File: config.mk
export PLATFORM = sky130hd
export DESIGN_NAME = ctr_image_encoder
export DESIGN_NICKNAME = d
export VERILOG_FILES = /design/src/rtl/ctr_image_pkg.sv /design/src/rtl/ctr_image_datapath.sv /design/src/rtl/ctr_image_ctrl.sv /design/src/rtl/ctr_image_encoder.sv
export SDC_FILE = /design/constraint.sdc
export NUM_CORES = 1
export LEC_CHECK = 0
export BUFFER_PORTS_ARGS = -buffer_cell sky130_fd_sc_hd__buf_2
export CORE_UTILIZATION = 40
export CTS_BUF_LIST = sky130_fd_sc_hd__clkbuf_8
export CTS_CLUSTER_SIZE = 24
export DETAILED_ROUTE_END_ITERATION = 10
export SETUP_SLACK_MARGIN = 0.1
export SYNTH_ARGS = -nofsm -noshare
export SYNTH_HDL_FRONTEND = slang
export SYNTH_SLANG_ARGS = --single-unit
File: constraint.sdc
create_clock -name clk -period 3 [get_ports clk]
set_input_delay 0.6 -clock clk [delete_from_list [all_inputs] [get_ports clk]]
set_output_delay 0.6 -clock clk [all_outputs]
set_load 0.05 [all_outputs]
File: src/rtl/ctr_image_pkg.sv
package ctr_image_pkg;

  localparam int BYTE_W    = 8;
  localparam int NUM_SLOTS = 6;
  localparam int SLOT_IDX_W = $clog2(NUM_SLOTS);

  // strobes the control issues to the datapath
  typedef struct packed {
    logic capture;  // register a new image from the inputs
    logic advance;  // current pair consumed
  } ctrlStrobeT;

  typedef enum logic {
    ST_IDLE   = 1'b0,
    ST_STREAM = 1'b1
  } streamStateT;

  // overflow count to the two-bit code kept in A[1:0]
  function automatic logic [1:0] encodeOverflow(input logic [1:0] cnt);
    case (cnt)
      2'd0:    return 2'b11;
      2'd1:    return 2'b01;
      default: return 2'b00;
    endcase
  endfunction

endpackage

File: src/rtl/ctr_image_datapath.sv
module ctr_image_datapath
  import ctr_image_pkg::*;
#(
  parameter int CNT_W = 20
) (
  input  logic                  clk,
  input  logic                  rstN,
  input  ctrlStrobeT            strb,
  input  logic                  wideMode,
  input  logic [CNT_W-1:0]      counterIn,
  input  logic [1:0]            overflowCnt,
  input  logic [SLOT_IDX_W-1:0] slotIdx,
  output logic [BYTE_W-1:0]     slotData
);

  localparam int HI_W  = CNT_W - 2 * BYTE_W;  // counter bits above B
  localparam int PAD_W = BYTE_W - HI_W;

  logic [BYTE_W-1:0] rawA, rawB, rawC;
  logic [BYTE_W-1:0] grayB, grayC;
  logic [BYTE_W-1:0] nextImg [NUM_SLOTS];
  logic [BYTE_W-1:0] img     [NUM_SLOTS];

  // split the counter into bytes
  always_comb begin
    if (wideMode)
      rawA = {{PAD_W{1'b0}}, counterIn[CNT_W-1 -: HI_W]};
    else
      rawA = {{(BYTE_W-2){1'b0}}, encodeOverflow(overflowCnt)};
    rawB = counterIn[2*BYTE_W-1 -: BYTE_W];
    rawC = counterIn[BYTE_W-1:0];
  end

  // chained inversion: C follows raw B, B follows A
  always_comb begin
    grayC = rawB[0] ? ~rawC : rawC;
    grayB = rawA[0] ? ~rawB : rawB;
  end

  // slot order matches the stored layout
  always_comb begin
    nextImg[0] = rawA;
    nextImg[1] = grayB;
    nextImg[2] = grayC;
    nextImg[3] = grayB ^ grayC;
    nextImg[4] = rawA ^ grayB;
    nextImg[5] = rawA ^ grayC;
  end

  for (genvar s = 0; s < NUM_SLOTS; s++) begin : g_slot
    always_ff @(posedge clk or negedge rstN) begin
      if (!rstN)
        img[s] <= '0;
      else if (strb.capture)
        img[s] <= nextImg[s];
    end

    // the image only changes on a capture
    assert_image_frozen_R9: assert property (
      @(posedge clk) disable iff (!rstN)
      !strb.capture |=> $stable(img[s]));
  end

  always_comb begin
    slotData = '0;
    for (int s = 0; s < NUM_SLOTS; s++)
      if (slotIdx == SLOT_IDX_W'(s))
        slotData = img[s];
  end

endmodule

File: src/rtl/ctr_image_ctrl.sv
module ctr_image_ctrl
  import ctr_image_pkg::*;
(
  input  logic                  clk,
  input  logic                  rstN,
  input  logic                  start,
  input  logic                  outReady,
  output ctrlStrobeT            strb,
  output logic                  outValid,
  output logic [SLOT_IDX_W-1:0] slotIdx,
  output logic                  done
);

  localparam logic [SLOT_IDX_W-1:0] LAST_IDX = SLOT_IDX_W'(NUM_SLOTS - 1);

  streamStateT state;
  logic [SLOT_IDX_W-1:0] idx;
  logic lastBeat;

  always_comb begin
    strb.capture = (state == ST_IDLE) && start;
    strb.advance = (state == ST_STREAM) && outReady;
    lastBeat     = (idx == LAST_IDX);
    outValid     = (state == ST_STREAM);
    slotIdx      = idx;
  end

  always_ff @(posedge clk or negedge rstN) begin
    if (!rstN) begin
      state <= ST_IDLE;
      idx   <= '0;
      done  <= 1'b0;
    end else begin
      done <= 1'b0;
      case (state)
        ST_IDLE: begin
          if (start) begin
            state <= ST_STREAM;
            idx   <= '0;
          end
        end
        ST_STREAM: begin
          if (strb.advance) begin
            if (lastBeat) begin
              state <= ST_IDLE;
              idx   <= '0;
              done  <= 1'b1;
            end else begin
              idx <= idx + 1'b1;
            end
          end
        end
        default: state <= ST_IDLE;
      endcase
    end
  end

  // presented pair holds while the consumer stalls
  assert_hold_R7: assert property (
    @(posedge clk) disable iff (!rstN)
    (outValid && !outReady) |=> (outValid && $stable(slotIdx)));

  // done lasts one cycle
  assert_done_pulse_R8: assert property (
    @(posedge clk) disable iff (!rstN)
    done |=> !done);

  // done only after the last pair was consumed
  assert_done_cause_R8: assert property (
    @(posedge clk) disable iff (!rstN)
    $rose(done) |-> ($past(outValid && outReady && lastBeat) && !outValid));

  // start during a stalled stream moves nothing
  assert_start_ignored_R9: assert property (
    @(posedge clk) disable iff (!rstN)
    (outValid && start && !outReady) |=> (outValid && $stable(idx)));

endmodule

File: src/rtl/ctr_image_encoder.sv
module ctr_image_encoder
  import ctr_image_pkg::*;
#(
  parameter int                CNT_W     = 20,
  parameter int                ADDR_W    = 8,
  parameter logic [ADDR_W-1:0] BASE_ADDR = 8'h18
) (
  input  logic              clk,
  input  logic              rstN,
  input  logic              start,
  input  logic              wideMode,
  input  logic [CNT_W-1:0]  counterIn,
  input  logic [1:0]        overflowCnt,
  output logic              outValid,
  input  logic              outReady,
  output logic [ADDR_W-1:0] outAddr,
  output logic [BYTE_W-1:0] outData,
  output logic              done
);

  localparam logic [ADDR_W-1:0] END_ADDR = BASE_ADDR + ADDR_W'(NUM_SLOTS);

  ctrlStrobeT            strb;
  logic [SLOT_IDX_W-1:0] slotIdx;

  ctr_image_ctrl u_ctrl (
    .clk      (clk),
    .rstN     (rstN),
    .start    (start),
    .outReady (outReady),
    .strb     (strb),
    .outValid (outValid),
    .slotIdx  (slotIdx),
    .done     (done)
  );

  ctr_image_datapath #(.CNT_W(CNT_W)) u_dp (
    .clk         (clk),
    .rstN        (rstN),
    .strb        (strb),
    .wideMode    (wideMode),
    .counterIn   (counterIn),
    .overflowCnt (overflowCnt),
    .slotIdx     (slotIdx),
    .slotData    (outData)
  );

  assign outAddr = BASE_ADDR + ADDR_W'(slotIdx);

  // addresses stay inside the six-byte window
  assert_addr_window_R6: assert property (
    @(posedge clk) disable iff (!rstN)
    outValid |-> (outAddr >= BASE_ADDR && outAddr < END_ADDR));

  // data stable under stall
  assert_data_hold_R7: assert property (
    @(posedge clk) disable iff (!rstN)
    (outValid && !outReady) |=> $stable(outData));

endmodule

==> results of run 1 <==
[logic make-up after synthesis]
logic type	after synthesis	share of synthesized area [%]
buffers and inverters	23	4.81
muxes	12	5.43
and+or+nand+nor	68	14.1
adders and majority gates	1	0.517
xor gates and xnor gates	33	17.7
DFF	41	42.4
AOI/OAI and AO/OA	57	14.7
other	2	0.310
[path summary, 6_finish.rpt]
check	slack [ns]	startpoint	to
worst max register to register	1.20	u_ctrl.outValid	u_dp.img[26]
min in group clk	0.48	u_dp.img[41]	u_dp.img[41]
worst max-delay path	0.19	u_ctrl.slotIdx[2]	outData[1]
worst min-delay path	0.45	rstN	u_ctrl.done
max in group asynchronous	1.92	rstN	u_ctrl.slotIdx[0]
worst min register to register	0.48	u_dp.img[41]	u_dp.img[41]
[through the flow]
step | cells | cell area, um2
6_report | 346 | 2820
2_1_floorplan | 240 | 2480
4_1_cts | 346 | 2820
5_1_grt | 346 | 2820
3_3_place_gp | 338 | 2720
3_5_place_dp | 338 | 2720
[layout make-up]
class                           count  share of cell area, %
Clock inverter                      1                  0.177
Sequential cell                    41                   36.4
Clock buffer                        7                   3.41
Timing Repair Buffer               46                   8.77
Multi-Input combinational cell    176                   47.7
Tap cell                           72                   3.19
Inverter                            3                  0.399
[worst max-delay path, cell delays in order, from the launching register on]
cell,delay (ns)
dfrtp_1,0.48
inv_1,0.10
ha_2,0.31
nor2_1,0.09
buf_4,0.16
a31oi_1,0.16
o221ai_1,0.19
a21oi_4,0.15
buf_2,0.27
[report_power, final]
part | switching (W) | internal, W | total (W)
registers | 0.000150 | 0.000813 | 0.000963
clock network | 0.000191 | 0.000208 | 0.000399
logic | 0.000936 | 0.000553 | 0.00149
[registers in the layout, indices dropped and copies added (netlist names)]
register / cells
u_ctrl.done: 1
u_ctrl.outValid: 1
u_ctrl.slotIdx: 3
u_dp.img: 36
[layout by cell type (no fill, tap or decap), drive strengths merged, types with 4 or more instances in the layout]
cell type,instances
a221o,4
conb,5
a21oi,5
o21ai,29
nand2,33
nor2b,6
buf,46
mux2,9
clkbuf,7
dfrtp,41
xnor3,8
nand2b,5
xnor2,23
nor2,10
and3,4
[per-layer routing]
layer  vias up  global-route usage (%)  part of all wire (%)
met5         -                       0                     0
met4         0                    4.82                   1.0
met3         5                    3.89                   3.2
met2        31                    24.6                    44
met1       820                    25.1                    52
li1        882                       -                     -
[repair_timing]
item,4_1_cts,5_1_grt
setup endpoints to repair,5,4
hold buffers,0,0
gates resized for setup,1,1
==> metrics.md, run 1 <==
| Metric | Value |
|---|---|
| Crit path capture type | output pin |
| Initial Util | 42.7% |
| Post-route ant nets | 0 |
| Total gr overflow | 0 |
| CP max FO | 11 |
| Buffer depth of the longest clock path | 2 |
| Status | finished clean |
| Vias per cell | between 5 and 6 |
| DRT iter0 DRCs | 89 |
| Die area | ~0.0064 mm2 |
| Min-delay worst type | in -> async |
| Diodes inserted | 0 |
| Register area share after synthesis | a little over two fifths |
| Clock Tree Root | clkbuf_8 |
| Final WL | 4.85 mm |
| Synth Warn # | 0 |
| Pwr/cell area | 1010 mW/mm2 |
| Crit path kind | reg -> out |
| Area leader, netlist | dfrtp_1 |
| First-pass GRT wire length | 8.25 mm |
| Nets@finish | 301 |
| Residual DRC count | 0 |
| Layout area overhead | 16.6% |
| Post-Syn Instances | 237 |
| TritonCTS Sinks | 41 |
| CTS tree | done |
| Final Hold Fails | 0 |
| Tcrit/Tclk final | 93.5% |
| IO Count | 45 |
| DR vias | roughly 1700 |
| Max transition margin | 37.2% |
| Pre-CTS setup slack | about 0.41 ns |
| Post-Syn Area | 0.00242 mm2 |
| Post-Syn Area per Cell | 10.2 um2 |
| Yosys reg bits | a little over 40 |
| Critical path required time | 2.40 ns |
| Setup violators final | 0 |
| Core Util, Final | 49.8% |
| Reg2reg path depth | 4 |
| Die width | 79.8 um |
| Reg clk slew, reported paths | 0.08 ns |
| Avg WL per Cell | 14.0 um |
| CTS Buf Count | 5 |
| Worst IR drop on VDD | 0.519 mV |
| Leak Pwr | 1.36 nW |
| H-Tree Depth | 2 |
| Multi-input gate area | 0.00135 mm2 |
| Post-layout min period | 2.81 ns |
| WP data arrival | 2.21 ns |
| Slew Viols, Final | 0 |
| Post-synth EDFFs | 0 |
| Worst hold slack | 0.446 ns |
| Final setup TNS | 0 ns |
| Clock Skew | 0.00503 ns |
| Worst Tran Pin Value | 0.942 ns |
| Fmax achieved | roughly 360 MHz |
| Final HPWL DP | 3.39 mm |
| Largest net degree at the start of global routing | 47 |
| Share of the synthesized area in the top cell type | 42.4% |
| Initial antenna violation count | 0 |
| Top cells by area, synth | dfrtp_1 42%, xnor2_1 8.3%, xnor3_1 7.4% |
| Async S/R FF share, synth | 100% |
| Total track usage | around 17% |
| Die H | 79.8 um |
| Reg area | 0.00103 mm2 |
| Prevailing post-synth register cell | dfrtp_1 |
| Most common cell in the netlist | dfrtp_1 |
| Max Cap Viol | 0 |
| PortBufs | 39 |
| First-pass DRT Iterations | 6 |
| Filler cell count | 535 |
| RSZ-0062 raised after global routing | no |
| Layout cells sized above 1 | 28.1% |
| Top post-synthesis cells by count | 41 x dfrtp_1, 33 x nand2_1, 23 x xnor2_1 |
| Total power | 0.00285 W |
| Setup Fix Bufs, Post-CTS | 0 |
| Worst setup SP type | flop |
| Vias in the first global route | 1615 |
| Core Rows | 27 |
| Final WS setup | 0.194 ns |
| GPL Wtd Cong | 0.735 |
| Core area | roughly 0.0057 mm2 |
| Netlist cell types | between 40 and 50 |
| Worst skew pair latency | 0.30 ns |
No activity file was read; power rests on OpenSTA's default activity.
==> run 2, diff against run 1 <==
--- a/config.mk
+++ b/config.mk
@@ -5,11 +5,13 @@
 export SDC_FILE = /design/constraint.sdc
 export NUM_CORES = 1
 export LEC_CHECK = 0
-export BUFFER_PORTS_ARGS = -buffer_cell sky130_fd_sc_hd__buf_2
+export BUFFER_PORTS_ARGS = -buffer_cell sky130_fd_sc_hd__buf_4
 export CORE_UTILIZATION = 40
 export CTS_BUF_LIST = sky130_fd_sc_hd__clkbuf_8
+export CTS_CLUSTER_DIAMETER = 100
 export CTS_CLUSTER_SIZE = 24
 export DETAILED_ROUTE_END_ITERATION = 10
+export PLACE_DENSITY_LB_ADDON = 0.3
 export SETUP_SLACK_MARGIN = 0.1
 export SYNTH_ARGS = -nofsm -noshare
 export SYNTH_HDL_FRONTEND = slang
==> run 2 against run 1 <==
  * Worst hold slack got worse by 0.18 ns
  * Via count fell by 2.2%
  * Maximum frequency rose by 5.8%
  * Critical path depth fell by 1
  * Die area did not move
  * Utilization rose by 1.6 points
  * Global-route usage fell by 0.26 points
  * Combinational power rose by 5%
  * Final area rose by 3.1%
  * Total power rose by 1.5%
  * Clock-buffer cell count fell by 1
  * Wire length fell by 1.5%
==> metrics.md, run 2 (synthesis results as in run 1) <==
| Metric | Value |
|---|---|
| Total gr overflow | 0 (unchanged) |
| PortBufs | 39 (unchanged) |
| First-pass DRT Iterations | 4 (-2) |
| Clock Skew | 0.00376 ns (-0.00127 ns) |
| Avg WL per Cell | 13.8 um (-1.5%) |
| Initial Util | 42.7% (unchanged) |
| Worst Tran Pin Value | 0.745 ns (-0.196 ns) |
| RSZ-0062 raised after global routing | no |
| First-pass GRT wire length | 7.96 mm (-3.5%) |
| Die H | 79.8 um (unchanged) |
| Core Util, Final | 51.3% (+1.6 points) |
| CP max FO | 5 (-6) |
| Clock Tree Root | clkbuf_8 |
| Final setup TNS | 0 ns (unchanged) |
| Min-delay worst type | in -> async |
| Buffer depth of the longest clock path | 2 (unchanged) |
| Commonest non-fill, non-tap cell in the layout | buf_4 |
| CTS tree | done |
| Worst skew pair latency | 0.29 ns (about the same) |
| Vias per cell | 4.91 (-2.2%) |
| Worst Path Buf+Inv | 1 (-2) |
| Fmax achieved | 377 MHz (+5.8%) |
| Final WS setup | 0.346 ns (+0.153 ns) |
| Total power | 0.00289 W (+1.5%) |
| Setup violators final | 0 (unchanged) |
| Crit path kind | reg -> out |
| Crit path max-delay family | simple AND/OR/NAND/NOR gates |
| Layout cells sized above 1 | 27.7% (-0.36 points) |
| Final HPWL DP | 3.38 mm (-0.27%) |
| CP cell instances | and2_1 > ha_1 > nor2_1 > mux2i_1 > nor2_2 > a221o_2 > buf_4 |
| Die width | 79.8 um (unchanged) |
| Slowest CP cell | dfrtp_2 |
| Vias in the first global route | 1643 (+1.7%) |
| Largest net degree at the start of global routing | 42 (-11%) |
| Critical Path Max Stage Delay | 0.40 ns (-0.08 ns) |
| WP data arrival | 2.05 ns (-0.16 ns) |
| Final Hold Fails | 0 (unchanged) |
| Setup Fix Bufs, Post-CTS | 0 (unchanged) |
| Post-route ant nets | 0 (unchanged) |
| Most frequent cells in the layout | 47 x buf_4, 39 x dfrtp_1, 33 x nand2_1 |
| Reg clk slew, reported paths | 0.08 ns (about the same) |
| Pre-CTS setup slack | 0.451 ns (+0.0409 ns) |
| Post-layout min period | 2.65 ns (-0.153 ns) |
| Crit path capture type | output pin |
| Status | finished clean |
| DR vias | 1699 (-2.2%) |
| Total track usage | 16.7% (-0.26 points) |
| Nets@finish | 302 (+0.33%) |
| Slew Viols, Final | 0 (unchanged) |
| Diodes inserted | 0 (unchanged) |
| TritonCTS Sinks | 41 (unchanged) |
| Worst IR drop on VDD | 0.582 mV (+12%) |
| Layout area overhead | 20.3% |
| GPL Wtd Cong | 0.763 (+3.8%) |
| DRT iter0 DRCs | 103 (+16%) |
| Residual DRC count | 0 (unchanged) |
| IO Count | 45 (unchanged) |
| Leak Pwr | 1.38 nW (+2.1%) |
| Core area | 0.00568 mm2 (unchanged) |
| Max Cap Viol | 0 (unchanged) |
| Final WL | 4.78 mm (-1.5%) |
| CTS Buf Count | 5 (unchanged) |
| Initial antenna violation count | 0 (unchanged) |
| Pwr/cell area | 993 mW/mm2 (-1.6%) |
| Tcrit/Tclk final | 88.5% (-5.1 points) |
| Biggest register | u_dp.img |
| Worst setup SP type | flop |
| Max transition margin | 50.3% (+13 points) |
| H-Tree Depth | 2 (unchanged) |
| Die area | 0.00637 mm2 (unchanged) |
| Core Rows | 27 (unchanged) |
| Critical path required time | 2.40 ns (about the same) |
| Largest register FFs | 36 (unchanged) |
-- run 2: cell types whose count changed in the layout (fill, tap and decap cells not counted), sizes merged --
| cell | previous run | this run |
|---|---|---|
| clkbuf | 7 | 6 |
| buf | 46 | 47 |
| inv | 3 | 4 |
| clkinv | 1 | 0 |
-- run 2: worst paths after layout --
path,from,to,cells past startpoint,slack (ns)
setup / recovery,u_ctrl.slotIdx[0],outData[5],7,0.35
max in group asynchronous,rstN,u_ctrl.slotIdx[0],1,2.34
setup reg to reg,u_ctrl.outValid,u_dp.img[27],4,1.33
hold / removal,rstN,u_ctrl.done,1,0.27
hold reg to reg,u_dp.img[9],u_dp.img[9],2,0.48
min in group clk,u_dp.img[9],u_dp.img[9],2,0.48
-- run 2: what timing repair did --
item | in CTS | in global routing
hold endpoints to repair | 0 | 0
gates resized for setup | 0 | 2
hold buffers | 0 | 0
setup endpoints to repair | 0 | 4
-- run 2: cell type report --
cell class | instances | area, um2
Clock buffer | 6 | 82.6
Timing Repair Buffer | 47 | 353
Multi-Input combinational cell | 176 | 1340
Tap cell | 72 | 90.1
Fill cell | 524 | 2760
Inverter | 3 | 11.3
Sequential cell | 41 | 1030
Clock inverter | 1 | 3.75
-- run 2: per-stage QoR --
step / hold slack, ns / area (um2) / instances
CTS: 0.288 / 2910 / 346
finish: 0.268 / 2910 / 346
detailed placement: 0.464 / 2820 / 339
global route: 0.311 / 2910 / 346
global placement: 0.463 / 2820 / 339
floorplan: 0.304 / 2480 / 240
-- run 2: report_power, final --
group / total, W / internal [W] / switching (W)
combinational: 0.00157 / 0.000624 / 0.000945
clock: 0.000364 / 0.000179 / 0.000185
sequential: 0.000960 / 0.000814 / 0.000145
-- run 2: routing by layer --
| layer | GRT usage, % | routed length (um) | vias up |
|---|---|---|---|
| li1 | - | - | 880 |
| met1 | 23.3 | 2420 | 782 |
| met2 | 25.6 | 2140 | 30 |
| met3 | 2.74 | 135 | 7 |
| met4 | 6.96 | 80 | 0 |
| met5 | 0 | 0 | - |
==> run 3, diff against run 2 <==
==> constraint.sdc (replaced) <==
create_clock -name clk -period 2.6 [get_ports clk]
set_input_delay 0.52 -clock clk [delete_from_list [all_inputs] [get_ports clk]]
set_output_delay 0.52 -clock clk [all_outputs]
set_load 0.05 [all_outputs]
==> run 3 against run 2 <==
  * Sequential share of layout area decreased by 1.2 points
  * Sequential power up 16%
  * Combinational power increased by 25%
  * Highest routed layer unchanged
  * Wire length rose by 3.3%
  * Clock-buffer cell count up 1
  * Register-to-register slack got worse by 0.14 ns
  * Critical endpoint is now outData[7]
==> metrics.md, run 3 (synthesis results as in run 1) <==
| Metric | Value |
|---|---|
| Status | finished clean |
| Initial Util | 42.7% (unchanged) |
| Final HPWL DP | 3.49 mm (+3.1%) |
| Post-layout min period | 2.40 ns |
| Pwr/cell area | 1170 mW/mm2 (+18%) |
| Min-delay worst type | in -> async |
| Final WL | 4.94 mm (+3.3%) |
| Placed Area | 0.00284 mm2 (+0.58%) |
| H-Tree Depth | 2 (unchanged) |
| Fin area | 0.00301 mm2 (+3.5%) |
| Largest register FFs | 36 (unchanged) |
| Worst setup SP type | flop |
| Max transition margin | 65.0% (+15 points) |
| Sw power | 0.00154 W (+21%) |
| Post-route ant nets | 0 (unchanged) |
| Largest net degree at the start of global routing | 64 (+52%) |
| Max Cap Viol | 0 (unchanged) |
| Most frequent cells in the layout | 40 x buf_4, 39 x dfrtp_1, 32 x nand2_1 |
| Slew Viols, Final | 0 (unchanged) |
| Crit path max-delay family | simple AND/OR/NAND/NOR gates |
| Layout area overhead | 24.5% |
| Total power | 0.00354 W (+22%) |
| Commonest non-fill, non-tap cell in the layout | buf_4 |
| Worst Tran Pin Value | 0.525 ns (-0.220 ns) |
| First-pass GRT wire length | 8.42 mm (+5.8%) |
| Slowest CP cell | dfrtp_2 |
| Vias per cell | 5.05 (+2.8%) |
| WP data arrival | 1.88 ns (-0.17 ns) |
| Leak Pwr | 1.41 nW (+1.9%) |
| Tcrit/Tclk final | 92.4% |
| Worst reg2reg startpoint | u_ctrl.outValid |
| Total gr overflow | 0 (unchanged) |
| CP cell instances | buf_4 > nand2b_2 > and3_1 > a221o_2 > buf_8 |
| Worst Setup SP | u_ctrl.slotIdx[1] |
| Final setup TNS | 0 ns (unchanged) |
| Filler cell count | 535 (+2.1%) |
| Critical path required time | 2.08 ns (-0.32 ns) |
| DR vias | 1741 (+2.5%) |
| Sw frac | 43.5% (-0.61 points) |
| Worst skew pair latency | 0.28 ns (about the same) |
| Clock Tree Root | clkbuf_8 |
| Hold buffer count at CTS | 0 (unchanged) |
| Combinational cell fraction of total power | 55.8% (+1.6 points) |
| Reg2reg path depth | 3 (-1) |
| CTS Buf Count | 5 (unchanged) |
| RSZ-0062 raised after global routing | yes |
| CP max FO | 14 (+9) |
| Diodes inserted | 0 (unchanged) |
| Die area | 0.00637 mm2 (unchanged) |
| Core Rows | 27 (unchanged) |
| Worst IR drop on VDD | 0.798 mV (+37%) |
| Vias in the first global route | 1750 (+6.5%) |
| Clock Skew | 0.00381 ns (+0.0000445 ns) |
| Fmax achieved | 416 MHz |
| Avg WL per Cell | 14.3 um (+3.6%) |
| Core area | 0.00568 mm2 (unchanged) |
| Residual DRC count | 0 (unchanged) |
| Final Hold Fails | 0 (unchanged) |
| Nets@finish | 300 (-0.66%) |
| Setup slack, reg-to-reg | 1.19 ns (-0.14 ns) |
| TritonCTS Sinks | 41 (unchanged) |
| GPL Wtd Cong | 0.757 (-0.83%) |
| Clk pwr share | 12.9% (+0.3 points) |
| Reg clk slew, reported paths | 0.08 ns (about the same) |
| Cell Int Power | 0.00200 W (+24%) |
| Layout cells sized above 1 | 31.1% (+3.4 points) |
| Setup violators final | 0 (unchanged) |
| Crit path capture type | output pin |
| DRT iter0 DRCs | 70 (-32%) |
| Share of power burned in registers | 31.3% (-1.9 points) |
| Crit path kind | reg -> out |
| Biggest register | u_dp.img |
| Die width | 79.8 um (unchanged) |
| PortBufs | 39 (unchanged) |
| Worst reg2reg endpoint | u_dp.img[40] |
| Worst Path Buf+Inv | 2 (+1) |
| Die H | 79.8 um (unchanged) |
| Buffer depth of the longest clock path | 2 (unchanged) |
| Total track usage | 17.1% (+0.34 points) |
| Core Util, Final | 53.1% (+1.8 points) |
| CTS tree | done |
| First-pass DRT Iterations | 4 (unchanged) |
| Initial antenna violation count | 0 (unchanged) |
| Critical Path Max Stage Delay | 0.41 ns (about the same) |
| IO Count | 45 (unchanged) |
run 3: cell count changes in the layout (fill, tap and decap cells not counted), moves of 2 or more:
cell	before	now
buf_4	47	40
buf_6	0	2
buf_8	0	2
nor2b_1	4	2
run 3: repair_timing:
| item | 4_1_cts | 5_1_grt |
|---|---|---|
| endpoints found under the setup margin | 7 | 8 |
| hold endpoints to repair | 0 | 0 |
| resized for setup | 5 | 12 |
| buffers inserted | 1 | 0 |
| pin swaps | 1 | 5 |
run 3: layout make-up:
class,instances,area (um2),area share [%]
Sequential cell,41,1030,34.1
Clock buffer,7,96.3,3.20
Inverter,3,11.3,0.374
Multi-Input combinational cell,176,1410,46.8
Timing Repair Buffer,45,373,12.4
Tap cell,72,90.1,2.99
Clock inverter,1,5.00,0.166
run 3: per-layer routing:
layer / part of all wire (%) / vias up / GRT usage (%)
li1: - / 873 / -
met1: 48 / 831 / 23.1
met2: 48 / 35 / 28.1
met3: 3.6 / 2 / 2.97
met4: 0.63 / 0 / 4.29
met5: 0 / - / 0
run 3: worst register-to-register path: stages, from the launching register on:
cell,delay (ns)
dfrtp_1,0.47
nand2b_2,0.19
buf_12,0.24
mux2_2,0.40
run 3: how the worst max path moves through the flow:
stage	endpoint	slack (ns)	depth (start not counted)
floorplan	outData[6]	0.12	7
finish	outData[7]	0.20	5
detailed placement	outData[6]	0.26	7
global route	outData[6]	0.09	7
CTS	outData[3]	0.1	6
global placement	outData[6]	0.33	7
run 3: per-stage QoR:
stage | hold slack [ns] | std cells | setup slack [ns]
global placement | 0.467 | 336 | 0.328
floorplan | 0.224 | 240 | 0.123
detailed placement | 0.471 | 336 | 0.263
finish | 0.211 | 345 | 0.197
global route | 0.242 | 345 | 0.0927
CTS | 0.227 | 345 | 0.0973
run 3: power by group through the flow:
stage	Sequential (W)	Clock, W	Combinational [W]
detailed placement	0.00112	0	0.00186
finish	0.00111	0.000455	0.00197
CTS	0.00111	0.000468	0.00190
global placement	0.00111	0	0.00183
global route	0.00115	0.000495	0.00212
floorplan	0.00116	0	0.00135
